## src/rtl/rsc_pkg.sv

```systemverilog
package rsc_pkg;
    localparam int WAYS  = 2;
    localparam int WAY_W = 1;

    typedef logic [WAYS-1:0] way_vec_t;

    // lowest-numbered empty way, if any
    function automatic logic [WAY_W-1:0] pick_free(input way_vec_t used);
        logic [WAY_W-1:0] sel;
        sel = '0;
        for (int w = WAYS - 1; w >= 0; w--) begin
            if (!used[w]) sel = WAY_W'(w);
        end
        return sel;
    endfunction
endpackage

```

## src/rtl/rsc_tag_match.sv

```systemverilog
module rsc_tag_match
    import rsc_pkg::*;
#(
    parameter int TAG_W = 27
) (
    input  way_vec_t                     vld_i,
    input  logic [WAYS-1:0][TAG_W-1:0]   tags_i,
    input  logic [TAG_W-1:0]             req_tag_i,
    output way_vec_t                     hit_vec_o,
    output logic                         hit_o,
    output logic [WAY_W-1:0]             hit_way_o
);
    for (genvar w = 0; w < WAYS; w++) begin : g_cmp
        assign hit_vec_o[w] = vld_i[w] && (tags_i[w] == req_tag_i);
    end

    always_comb begin
        hit_way_o = '0;
        for (int w = 0; w < WAYS; w++) begin
            if (hit_vec_o[w]) hit_way_o = WAY_W'(w);
        end
    end

    assign hit_o = |hit_vec_o;
endmodule

```

## src/rtl/rsc_byte_merge.sv

```systemverilog
module rsc_byte_merge #(
    parameter int LINE_BYTES = 8
) (
    input  logic                      hit_i,
    input  logic [LINE_BYTES*8-1:0]   line_data_i,
    input  logic [LINE_BYTES-1:0]     line_wr_i,
    input  logic [LINE_BYTES-1:0]     line_bad_i,
    input  logic [LINE_BYTES*8-1:0]   l1_data_i,
    output logic [LINE_BYTES*8-1:0]   data_o,
    output logic [LINE_BYTES-1:0]     bad_o
);
    for (genvar b = 0; b < LINE_BYTES; b++) begin : g_lane
        logic own;
        assign own            = hit_i && line_wr_i[b];
        assign data_o[b*8+:8] = own ? line_data_i[b*8+:8] : l1_data_i[b*8+:8];
        assign bad_o[b]       = own && line_bad_i[b];
    end
endmodule

```

## src/rtl/rsc_store_cache.sv

```systemverilog
module rsc_store_cache
    import rsc_pkg::*;
#(
    parameter int ADDR_W     = 32,
    parameter int SETS       = 4,
    parameter int LINE_BYTES = 8
) (
    input  logic                     clk_i,
    input  logic                     rst_ni,
    input  logic                     flush_i,
    input  logic                     st_valid_i,
    input  logic [ADDR_W-1:0]        st_addr_i,
    input  logic [LINE_BYTES*8-1:0]  st_data_i,
    input  logic [LINE_BYTES-1:0]    st_be_i,
    input  logic                     st_addr_ok_i,
    input  logic                     st_data_ok_i,
    input  logic                     ld_valid_i,
    input  logic [ADDR_W-1:0]        ld_addr_i,
    input  logic [LINE_BYTES*8-1:0]  l1_data_i,
    output logic                     ld_hit_o,
    output logic [LINE_BYTES*8-1:0]  ld_data_o,
    output logic [LINE_BYTES-1:0]    ld_bad_o
);
    localparam int OFF_W  = $clog2(LINE_BYTES);
    localparam int IDX_W  = $clog2(SETS);
    localparam int TAG_W  = ADDR_W - OFF_W - IDX_W;
    localparam int DATA_W = LINE_BYTES * 8;

    typedef struct packed {
        logic                   vld;
        logic [TAG_W-1:0]       tag;
        logic [LINE_BYTES-1:0]  wr;
        logic [LINE_BYTES-1:0]  bad;
        logic [DATA_W-1:0]      data;
    } line_t;

    typedef struct packed {
        line_t [SETS-1:0][WAYS-1:0] ln;
        logic  [SETS-1:0]           lru;      // way to evict next
        logic                       rsp_hit;
        logic  [DATA_W-1:0]         rsp_data;
        logic  [LINE_BYTES-1:0]     rsp_bad;
    } state_t;

    state_t state_q, state_d, mid;

    logic [IDX_W-1:0] st_idx, ld_idx;
    logic [TAG_W-1:0] st_tag, ld_tag;
    assign st_idx = st_addr_i[OFF_W +: IDX_W];
    assign st_tag = st_addr_i[ADDR_W-1 -: TAG_W];
    assign ld_idx = ld_addr_i[OFF_W +: IDX_W];
    assign ld_tag = ld_addr_i[ADDR_W-1 -: TAG_W];

    way_vec_t                   st_vld, ld_vld, st_hit_vec, ld_hit_vec;
    logic [WAYS-1:0][TAG_W-1:0] st_tags, ld_tags;
    logic                       st_hit, ld_hit;
    logic [WAY_W-1:0]           st_way, ld_way;

    always_comb begin
        for (int w = 0; w < WAYS; w++) begin
            st_vld[w]  = state_q.ln[st_idx][w].vld;
            st_tags[w] = state_q.ln[st_idx][w].tag;
            ld_vld[w]  = mid.ln[ld_idx][w].vld;
            ld_tags[w] = mid.ln[ld_idx][w].tag;
        end
    end

    rsc_tag_match #(.TAG_W(TAG_W)) u_st_match (
        .vld_i(st_vld), .tags_i(st_tags), .req_tag_i(st_tag),
        .hit_vec_o(st_hit_vec), .hit_o(st_hit), .hit_way_o(st_way)
    );

    // store stage: produces the post-store image the probe looks at
    always_comb begin
        line_t            ln;
        logic [WAY_W-1:0] way;
        mid = state_q;
        ln  = '0;
        way = '0;
        if (st_valid_i && st_addr_ok_i) begin
            if (st_hit)             way = st_way;
            else if (!(&st_vld))    way = pick_free(st_vld);
            else                    way = WAY_W'(state_q.lru[st_idx]);
            ln = state_q.ln[st_idx][way];
            if (!st_hit) begin
                ln.vld = 1'b1;
                ln.tag = st_tag;
                ln.wr  = '0;
                ln.bad = '0;
            end
            for (int b = 0; b < LINE_BYTES; b++) begin
                if (st_be_i[b]) begin
                    ln.data[b*8 +: 8] = st_data_i[b*8 +: 8];
                    ln.wr[b]          = 1'b1;
                    ln.bad[b]         = !st_data_ok_i;
                end
            end
            mid.ln[st_idx][way] = ln;
            mid.lru[st_idx]     = (way == '0);
        end
    end

    rsc_tag_match #(.TAG_W(TAG_W)) u_ld_match (
        .vld_i(ld_vld), .tags_i(ld_tags), .req_tag_i(ld_tag),
        .hit_vec_o(ld_hit_vec), .hit_o(ld_hit), .hit_way_o(ld_way)
    );

    line_t                 ld_line;
    logic [DATA_W-1:0]     mrg_data;
    logic [LINE_BYTES-1:0] mrg_bad;
    assign ld_line = mid.ln[ld_idx][ld_way];

    rsc_byte_merge #(.LINE_BYTES(LINE_BYTES)) u_merge (
        .hit_i(ld_hit), .line_data_i(ld_line.data), .line_wr_i(ld_line.wr),
        .line_bad_i(ld_line.bad), .l1_data_i(l1_data_i),
        .data_o(mrg_data), .bad_o(mrg_bad)
    );

    // probe, recency and flush stage
    always_comb begin
        state_d          = mid;
        state_d.rsp_hit  = 1'b0;
        state_d.rsp_data = '0;
        state_d.rsp_bad  = '0;
        if (ld_valid_i) begin
            state_d.rsp_hit  = ld_hit;
            state_d.rsp_data = mrg_data;
            state_d.rsp_bad  = mrg_bad;
            if (ld_hit) state_d.lru[ld_idx] = (ld_way == '0);
        end
        if (flush_i) begin
            for (int s = 0; s < SETS; s++) begin
                for (int w = 0; w < WAYS; w++) begin
                    state_d.ln[s][w].vld = 1'b0;
                end
            end
            state_d.lru = '0;
            if (ld_valid_i) begin
                state_d.rsp_hit  = 1'b0;
                state_d.rsp_data = l1_data_i;
                state_d.rsp_bad  = '0;
            end
        end
    end

    always_ff @(posedge clk_i) begin
        if (!rst_ni) state_q <= '0;
        else         state_q <= state_d;
    end

    assign ld_hit_o  = state_q.rsp_hit;
    assign ld_data_o = state_q.rsp_data;
    assign ld_bad_o  = state_q.rsp_bad;

    // occupancy map, used by the checks below
    logic [SETS*WAYS-1:0] vld_map;
    always_comb begin
        for (int s = 0; s < SETS; s++) begin
            for (int w = 0; w < WAYS; w++) begin
                vld_map[s*WAYS + w] = state_q.ln[s][w].vld;
            end
        end
    end

    a_r8_flush_empties: assert property (@(posedge clk_i) disable iff (!rst_ni)
        flush_i |=> (vld_map == '0));
    a_r8_flush_probe_miss: assert property (@(posedge clk_i) disable iff (!rst_ni)
        flush_i |=> !ld_hit_o);
    a_r3_miss_clean: assert property (@(posedge clk_i) disable iff (!rst_ni)
        !ld_hit_o |-> (ld_bad_o == '0));
    a_r1_hit_needs_probe: assert property (@(posedge clk_i) disable iff (!rst_ni)
        ld_hit_o |-> $past(ld_valid_i));
    a_r4_drop_unknown_addr: assert property (@(posedge clk_i) disable iff (!rst_ni)
        (st_valid_i && !st_addr_ok_i && !flush_i) |=> $stable(vld_map));
    a_r6_single_way_probe: assert property (@(posedge clk_i) disable iff (!rst_ni)
        $onehot0(ld_hit_vec));
    a_r6_single_way_store: assert property (@(posedge clk_i) disable iff (!rst_ni)
        $onehot0(st_hit_vec));
endmodule

```

## config.mk

```make
export PLATFORM = sky130hd
export DESIGN_NAME = rsc_store_cache
export DESIGN_NICKNAME = d
export VERILOG_FILES = /design/src/rtl/rsc_pkg.sv /design/src/rtl/rsc_tag_match.sv /design/src/rtl/rsc_byte_merge.sv /design/src/rtl/rsc_store_cache.sv
export SDC_FILE = /design/constraint.sdc
export NUM_CORES = 2
export LEC_CHECK = 0
export BUFFER_PORTS_ARGS = -buffer_cell sky130_fd_sc_hd__buf_2
export CORE_ASPECT_RATIO = 1.5
export CORE_MARGIN = 2
export CORE_UTILIZATION = 35
export DETAILED_ROUTE_END_ITERATION = 16
export SLEW_MARGIN = 40
export SYNTH_ARGS = -nofsm -noshare
export SYNTH_HDL_FRONTEND = slang
export SYNTH_SLANG_ARGS = --single-unit
```

## constraint.sdc

```tcl
create_clock -name clk_i -period 7.2 [get_ports clk_i]
set_clock_uncertainty 0.1 [all_clocks]
set_input_delay 0.36 -clock clk_i [delete_from_list [all_inputs] [get_ports clk_i]]
set_output_delay 0.36 -clock clk_i [all_outputs]
set_load 0.1 [all_outputs]
```

== After elaboration in Yosys (flattened, before gate mapping) ==
Cells that the tools add are included.
Storage, ports and cells
  flip-flop bits (word level): 941
  bits of input ports: 207
  output and inout port bits: 73
  word-level logic and storage cells: 178
Operators by class
  magnitude comparators: 7
  equality and inequality tests: 4
  muxes and demuxes: 91
  bitwise logic cells: 3
  reductions and logical operators: 29
Operator list (number)
  2-to-1 mux 868 bit: 1
  binary-select mux 216 bit (select 2 bit): 2
  bitwise mux 864 bit: 1
  2-to-1 mux 216 bit: 3
  demux 216 bit (select 2 bit): 1
  2-to-1 mux 108 bit: 3
  2-to-1 mux 8 bit: 24
  2-to-1 mux 80 bit: 2
  2-to-1 mux 73 bit: 2
  demux 108 bit (select 1 bit): 1
  == test 27 bit: 4
  2-to-1 mux 44 bit: 2
  2-to-1 mux 77 bit: 1
  2-to-1 mux 1 bit: 42
  logical AND 1 bit: 24
  bitwise mux 4 bit: 2
  < comparator 2 x 3 -> 1 bit (second input constant): 2
  OR reduction 2 bit: 3
  demux 1 bit (select 2 bit): 2
  >= comparator 2 x 1 -> 1 bit (second input constant): 2
  < comparator 1 x 2 -> 1 bit (second input constant): 2
  2-to-1 mux 4 bit: 1
  inverter 1 bit: 3
  binary-select mux 1 bit (select 2 bit): 1
  other kinds (3): 3

== Depth between registers and ports, before layout ==
  word-level depth: 27
  mapped depth: 28
  depth with buffers taken out: 15

== Modules after synthesis ==
From an unflattened synthesis, not the netlist that was laid out.
Second synthesis, totals
  cells, all modules: 6012
  area, all modules: 50033.0 um^2
By module, submodules not included
  rsc_store_cache: instances 1, cells an instance 5782, area each 47842.1 um^2, sequential area each 18838.1 um^2
  rsc_tag_match: instances 2, cells an instance 74, area each 620.6 um^2, sequential area each 0.0 um^2
  rsc_byte_merge: instances 1, cells an instance 82, area each 949.7 um^2, sequential area each 0.0 um^2

== Worst setup path after synthesis ==
Ideal clock, no wire load.
  path kind: input-to-reg
  start: in st_addr_i[4]
  end: reg state_q, in the netlist ld_data_o[32]
  setup time: 0.133 ns
  arrival time: 5.279 ns
  data required time: 6.967 ns
  setup slack: 1.687 ns
  stages: 17
  path buffers: 9
  path through: buf_2 buf_2 clkbuf_1 buf_2 buf_1 clkbuf_1 buf_2 buf_1 buf_1 mux4_2 nand2_1 a21oi_1 a21oi_1 o21ai_0 mux4_2 a31oi_1 o221ai_1
Between the ends
  cells in the longest elaborated chain, start to end: 27
  elaborated cells on any way between the ends: 51
  classes of those cells: order compare: 4; eq/ne: 4; mux: 33; reduce/logical: 10
Ends and longest elaborated chain
  start: declaration: RTL line rsc_store_cache.sv:12  | input logic [ADDR_W-1:0] st_addr_i,
  binary-select mux 216 bit (select 2 bit): RTL line rsc_store_cache.sv:61, rsc_store_cache.sv:62, rsc_store_cache.sv:84
  2-to-1 mux 216 bit (implied by the code): RTL line rsc_store_cache.sv:61, rsc_store_cache.sv:84
  == test 27 bit / 2-to-1 mux 1 bit (equally long branches): RTL line rsc_tag_match.sv:14, rsc_pkg.sv:12
  logical AND 1 bit / 2-to-1 mux 1 bit (equally long branches): RTL line rsc_tag_match.sv:14, rsc_pkg.sv:12
  2-to-1 mux 1 bit (tied with other cells): RTL line rsc_tag_match.sv:20  | if (hit_vec_o[w]) hit_way_o = WAY_W'(w);
  2-to-1 mux 1 bit: RTL line rsc_store_cache.sv:81  | if (st_hit) way = st_way;
  2-to-1 mux 1 bit: RTL line rsc_store_cache.sv:80  | if (st_valid_i && st_addr_ok_i) begin
  < comparator 1 x 2 -> 1 bit (implied by the code) / >= comparator 1 bit (equally long branches): RTL line rsc_store_cache.sv:98  | mid.ln[st_idx][way] = ln;
  [10 not listed]
  logical AND 1 bit: RTL line rsc_tag_match.sv:14  | assign hit_vec_o[w] = vld_i[w] && (tags_i[w] == req_tag_i);
  2-to-1 mux 1 bit: RTL line rsc_tag_match.sv:20
  2-to-1 mux 80 bit (implied by the code) (2 in series): RTL line rsc_store_cache.sv:111  | assign ld_line = mid.ln[ld_idx][ld_way];
  logical AND 1 bit: RTL line rsc_byte_merge.sv:14  | assign own = hit_i && line_wr_i[b];
  2-to-1 mux 8 bit (*): RTL line rsc_byte_merge.sv:15  | assign data_o[b*8+:8] = own ? line_data_i[b*8+:8] : l1_data_i[b*8+:8];
  2-to-1 mux 77 bit (*): RTL line rsc_store_cache.sv:125  | if (ld_valid_i) begin
  2-to-1 mux 73 bit: RTL line rsc_store_cache.sv:138  | if (ld_valid_i) begin
  2-to-1 mux 73 bit (*): RTL line rsc_store_cache.sv:131  | if (flush_i) begin
  end signal: assignment: RTL line rsc_store_cache.sv:148  | else state_q <= state_d;
  end: declaration: RTL line rsc_store_cache.sv:45  | state_t state_q, state_d, mid;
Mark *: on every way between the ends. The rest lies on a longest branch, timed or not. The select of a mux whose other input is x is not followed.
A chain may end at the register's enable or synchronous reset.

== Final worst setup path ==
  start: reg state_q[919] (netlist name)
  end: reg state_q, in the netlist ld_data_o[8]
Between the ends
  cells in the longest elaborated chain, start to end: 27
  elaborated cells on any way between the ends: 40
  classes of those cells: order compare: 2; eq/ne: 3; mux: 28; reduce/logical: 7
Ends and longest elaborated chain
  binary-select mux 216 bit (select 2 bit): RTL line rsc_store_cache.sv:62, rsc_store_cache.sv:84
  2-to-1 mux 216 bit (implied by the code): RTL line rsc_store_cache.sv:84  | ln = state_q.ln[st_idx][way];
  == test 27 bit: RTL line rsc_tag_match.sv:14
  logical AND 1 bit: RTL line rsc_tag_match.sv:14
  2-to-1 mux 1 bit / OR reduction 2 bit (equally long branches): RTL line rsc_tag_match.sv:20, rsc_tag_match.sv:24
  2-to-1 mux 1 bit: RTL line rsc_store_cache.sv:81
  2-to-1 mux 1 bit: RTL line rsc_store_cache.sv:80
  < comparator 1 x 2 -> 1 bit (implied by the code) / >= comparator 1 bit (equally long branches): RTL line rsc_store_cache.sv:98
  [10 not listed]
  logical AND 1 bit: RTL line rsc_tag_match.sv:14
  2-to-1 mux 1 bit: RTL line rsc_tag_match.sv:20
  2-to-1 mux 80 bit (implied by the code) (2 in series): RTL line rsc_store_cache.sv:111
  logical AND 1 bit: RTL line rsc_byte_merge.sv:14
  2-to-1 mux 8 bit (*): RTL line rsc_byte_merge.sv:15
  2-to-1 mux 77 bit (*): RTL line rsc_store_cache.sv:125
  2-to-1 mux 73 bit: RTL line rsc_store_cache.sv:138
  2-to-1 mux 73 bit (*): RTL line rsc_store_cache.sv:131
Marks and branches as above.

==> reports/metrics.csv <==
stage,metric,value,unit
detailed_routing,antenna_left,0,
global_route,grt-busiest-layer,met2,
logic_synthesis,ys.flop_type,dfxtp_1,
floorplan,dieArea,0.152,mm2
floorplan,die_h,477,um
placed_design,place_inst,7731,
sta,finalCriticalPeriod,6360,ps
sta,worstMarginPinSlew,895,ps
clock_tree,ctsResizeCount,0,
logic_synthesis,yosysSeqAreaShare,36.1,%
cells_and_area,nets,6207,
sta,drv_slew,0,
worst_setup_path,worst_ep_required_time,7700,ps
hold_path,hold_class,in2reg,
cells_and_area,area_growth_syn_to_layout,13.8,%
worst_setup_path,crit_fanout,21,
cells_and_area,layout.cells.non_filler,8012,
global_route,grt_overflow,0,
placed_design,dp_hpwl,118000,um
detailed_routing,wl_per_cell,23.4,um
clock_tree,cts.root.buffer_cell,clkbuf_16,
logic_synthesis,ys_seq_elements,941,
cells_and_area,fillCellCount,14751,
sta,setup_viol,0,
placed_design,numPortBuffers,273,
sta,hold_viol_final,0,
floorplan,row_count,173,
sta,holdWs,81.7,ps
detailed_routing,drtIter0Drc,4212,
clock_tree,cts.sinks,941,
placed_design,pre_cts_slack,325,ps
logic_synthesis,syn_nets,6183,
power_and_ir_drop,ir_drop,0.188,mV
worst_setup_path,crit_path_start_kind,register,
placed_design,place_congestion,0.975,
logic_synthesis,synth-warning-count,0,
worst_setup_path,crit_arrival,6860,ps
clock_tree,insertion_delay,740,ps
clock_tree,cts_tree,built,
sta,rsz0062_at_grt,false,
clock_tree,ctsHoldBuffers,92,
logic_synthesis,yosysTopAreaCell,dfxtp_1,
sta,fmax,157,MHz
floorplan,core_area,0.148,mm2
global_route,grt_max_degree,177,
logic_synthesis,synth_top_area_share,36.1,%
clock_tree,cts_buffers,96,
detailed_routing,routed_wl,187000,um
floorplan,start_util,35.2,%
detailed_routing,vias,45818,
clock_tree,path_clk_slew,70,ps
logic_synthesis,synthTopCellsByArea,"dfxtp_1, mux4_2, nand2_1, and2_1, o21ai_0",
logic_synthesis,synthCells,5976,
worst_setup_path,r2r_setup_slack,840,ps
cells_and_area,fin_util,40.1,%
sta,slew_headroom,40.3,%
worst_setup_path,cp_slowest_cell,xnor2_1,
worst_setup_path,crit_chain,"mux4_2, xnor2_1, nand4_1, nor4_1, nand3_1, o21ai_4, buf_8, buf_4, nand2_4, a21oi_1, nor4_1, a211oi_1, or4b_1, nor4_4, buf_12, and2_4, buf_4, or4_1, buf_4, o221ai_1",
worst_setup_path,cp_common_cell,buf_4,
power_and_ir_drop,powerDensity,201,mW/mm2
worst_setup_path,end_kind,register,
clock_tree,postCtsSetupBuffers,0,
detailed_routing,first_pass_iters,9,
worst_setup_path,slowest_delay,670,ps
flow_run,maxCapViolations,0,
global_route,grt_pass1_vias,45425,
logic_synthesis,async_flop_share,0,%
cells_and_area,drive_gt1_share,17.1,%
clock_tree,htreeDepth,3,
detailed_routing,drc_errors,0,
clock_tree,cts_max_path_buffers,3,
global_route,track_usage,24.0,%
global_route,gr-usage-met2,38.9,%
floorplan,die_x,319,um
logic_synthesis,synth_edf_count,0,
global_route,grt_pass1_wl,281000,um
logic_synthesis,synth_cell_types,89,
worst_setup_path,crit_type,reg2reg,
sta,fin_ws,838,ps
logic_synthesis,syn_avg_cell_area,8.73,um2
global_route,grtUsageMet1,30.5,%
sta,fin_crit_sh,88.4,%
sta,fin_setup_tns,0,ps
floorplan,boundaryPins,280,
logic_synthesis,synth_area,0.0521,mm2
run_status,status,"finished, final reports clean",
detailed_routing,vias_per_cell,5.72,
global_route,use_met3,4.56,%
global_route,antenna_found_initial,23,
power_and_ir_drop,p_leak,20.9,nW
==> state kept, by name, indices dropped and copies added (netlist names) <==
register,flops
ld_bad_o,8
ld_data_o,64
ld_hit_o,1
state_q,868
==> worst paths after layout <==
kind / start / cells after the start / to
worst max-delay path: state_q[919]$_SDFF_PN0_ / 20 / ld_data_o[8]$_SDFF_PN0_
worst min-delay path: st_addr_i[11] / 3 / state_q[163]$_SDFF_PN0_
worst max register to register: state_q[919]$_SDFF_PN0_ / 20 / ld_data_o[8]$_SDFF_PN0_
worst min register to register: state_q[590]$_SDFF_PN0_ / 2 / state_q[590]$_SDFF_PN0_
==> metal layers <==
metal / vias to the layer above / routed length [um]
met1: 22305 / 76300
li1: 20949 / -
met4: 26 / 8620
met5: - / 185
met2: 2043 / 86400
met3: 495 / 15600
==> power breakdown <==
part	internal, mW	leakage (nW)	switching (mW)
logic	0.443	11.7	0.913
clock network	2.94	1.62	2.34
registers	5.27	7.60	0.0340
==> worst max-delay path: cells and delay by family (launching register included) <==
| family | cells | cell delay (ps) |
|---|---|---|
| simple gates | 9 | 2460 |
| compound gates | 4 | 1090 |
| buf+inv | 5 | 1070 |
| xor+xnor | 1 | 670 |
| mux | 1 | 490 |
| flops | 1 | 340 |
==> metrics by stage <==
stage / power (mW) / instance area [um2]
6_report: 11.9 / 59400
5_1_grt: 12.3 / 59300
4_1_cts: 12.0 / 59200
3_5_place_dp: 6.71 / 55000
3_3_place_gp: 6.70 / 54900
2_1_floorplan: 6.30 / 52100
==> cells in the mapped netlist, types with 10 or more instances <==
cell type  number
nand2_1      1099
dfxtp_1       941
and2_1        589
o21ai_0       532
clkbuf_1      431
mux4_2        361
a21oi_1       282
a21boi_0      197
nor2_1        194
inv_1         164
nor2b_1       145
mux2i_1        86
o221ai_1       80
buf_4          76
a31oi_1        67
xnor2_1        59
nor3_1         54
buf_1          51
or3_1          46
a211oi_1       43
and3_1         32
nor4_1         32
buf_2          31
xor2_1         30
or4_1          25
nand4_1        23
nand3_1        22
buf_6          20
o31ai_1        18
o32ai_1        18
a32oi_1        16
nand2b_1       14
a22o_1         13
a22oi_1        12
o21ai_1        11
o22ai_1        11
o211ai_1       10
==> final cells by class <==
class	instances	area [um2]	share of cell area [%]
antenna	7	17.5	0.0295
timing repair buffer	541	4130	6.96
tap	1925	2410	4.06
multi-input combinational	4255	30000	50.6
clock inverter	36	437	0.736
clock buffer	142	2850	4.80
sequential	941	18800	31.7
inverter	165	624	1.05
==> logic make-up after synthesis <==
family | Yosys count | synth area share (%)
and+or+nand+nor | 2301 | 21.4
AOI/OAI and AO/OA | 1410 | 16.9
DFF | 941 | 36.1
buffers and inverters | 780 | 6.61
muxes | 455 | 17.4
xor gates and xnor gates | 89 | 1.49
==> layout by cell type, fill, tap and decap left out, types with 22 or more instances in the layout <==
cell           instances
a211oi_1              37
a21boi_0             197
a21oi_1              282
a31oi_1               67
and2_1               588
and3_1                31
buf_12                29
buf_2                268
buf_4                131
clkbuf_16             97
clkbuf_8              25
dfxtp_1              941
dlygate4sd3_1         92
inv_1                164
mux2i_1               86
mux4_2               361
nand2_1             1093
nand3_1               22
nand4_1               23
nor2_1               187
nor2b_1              145
nor3_1                48
nor4_1                32
o21ai_0              532
o221ai_1              80
or3_1                 46
or4_1                 25
xnor2_1               59
xor2_1                30
Power figures use the tool's default switching activity.
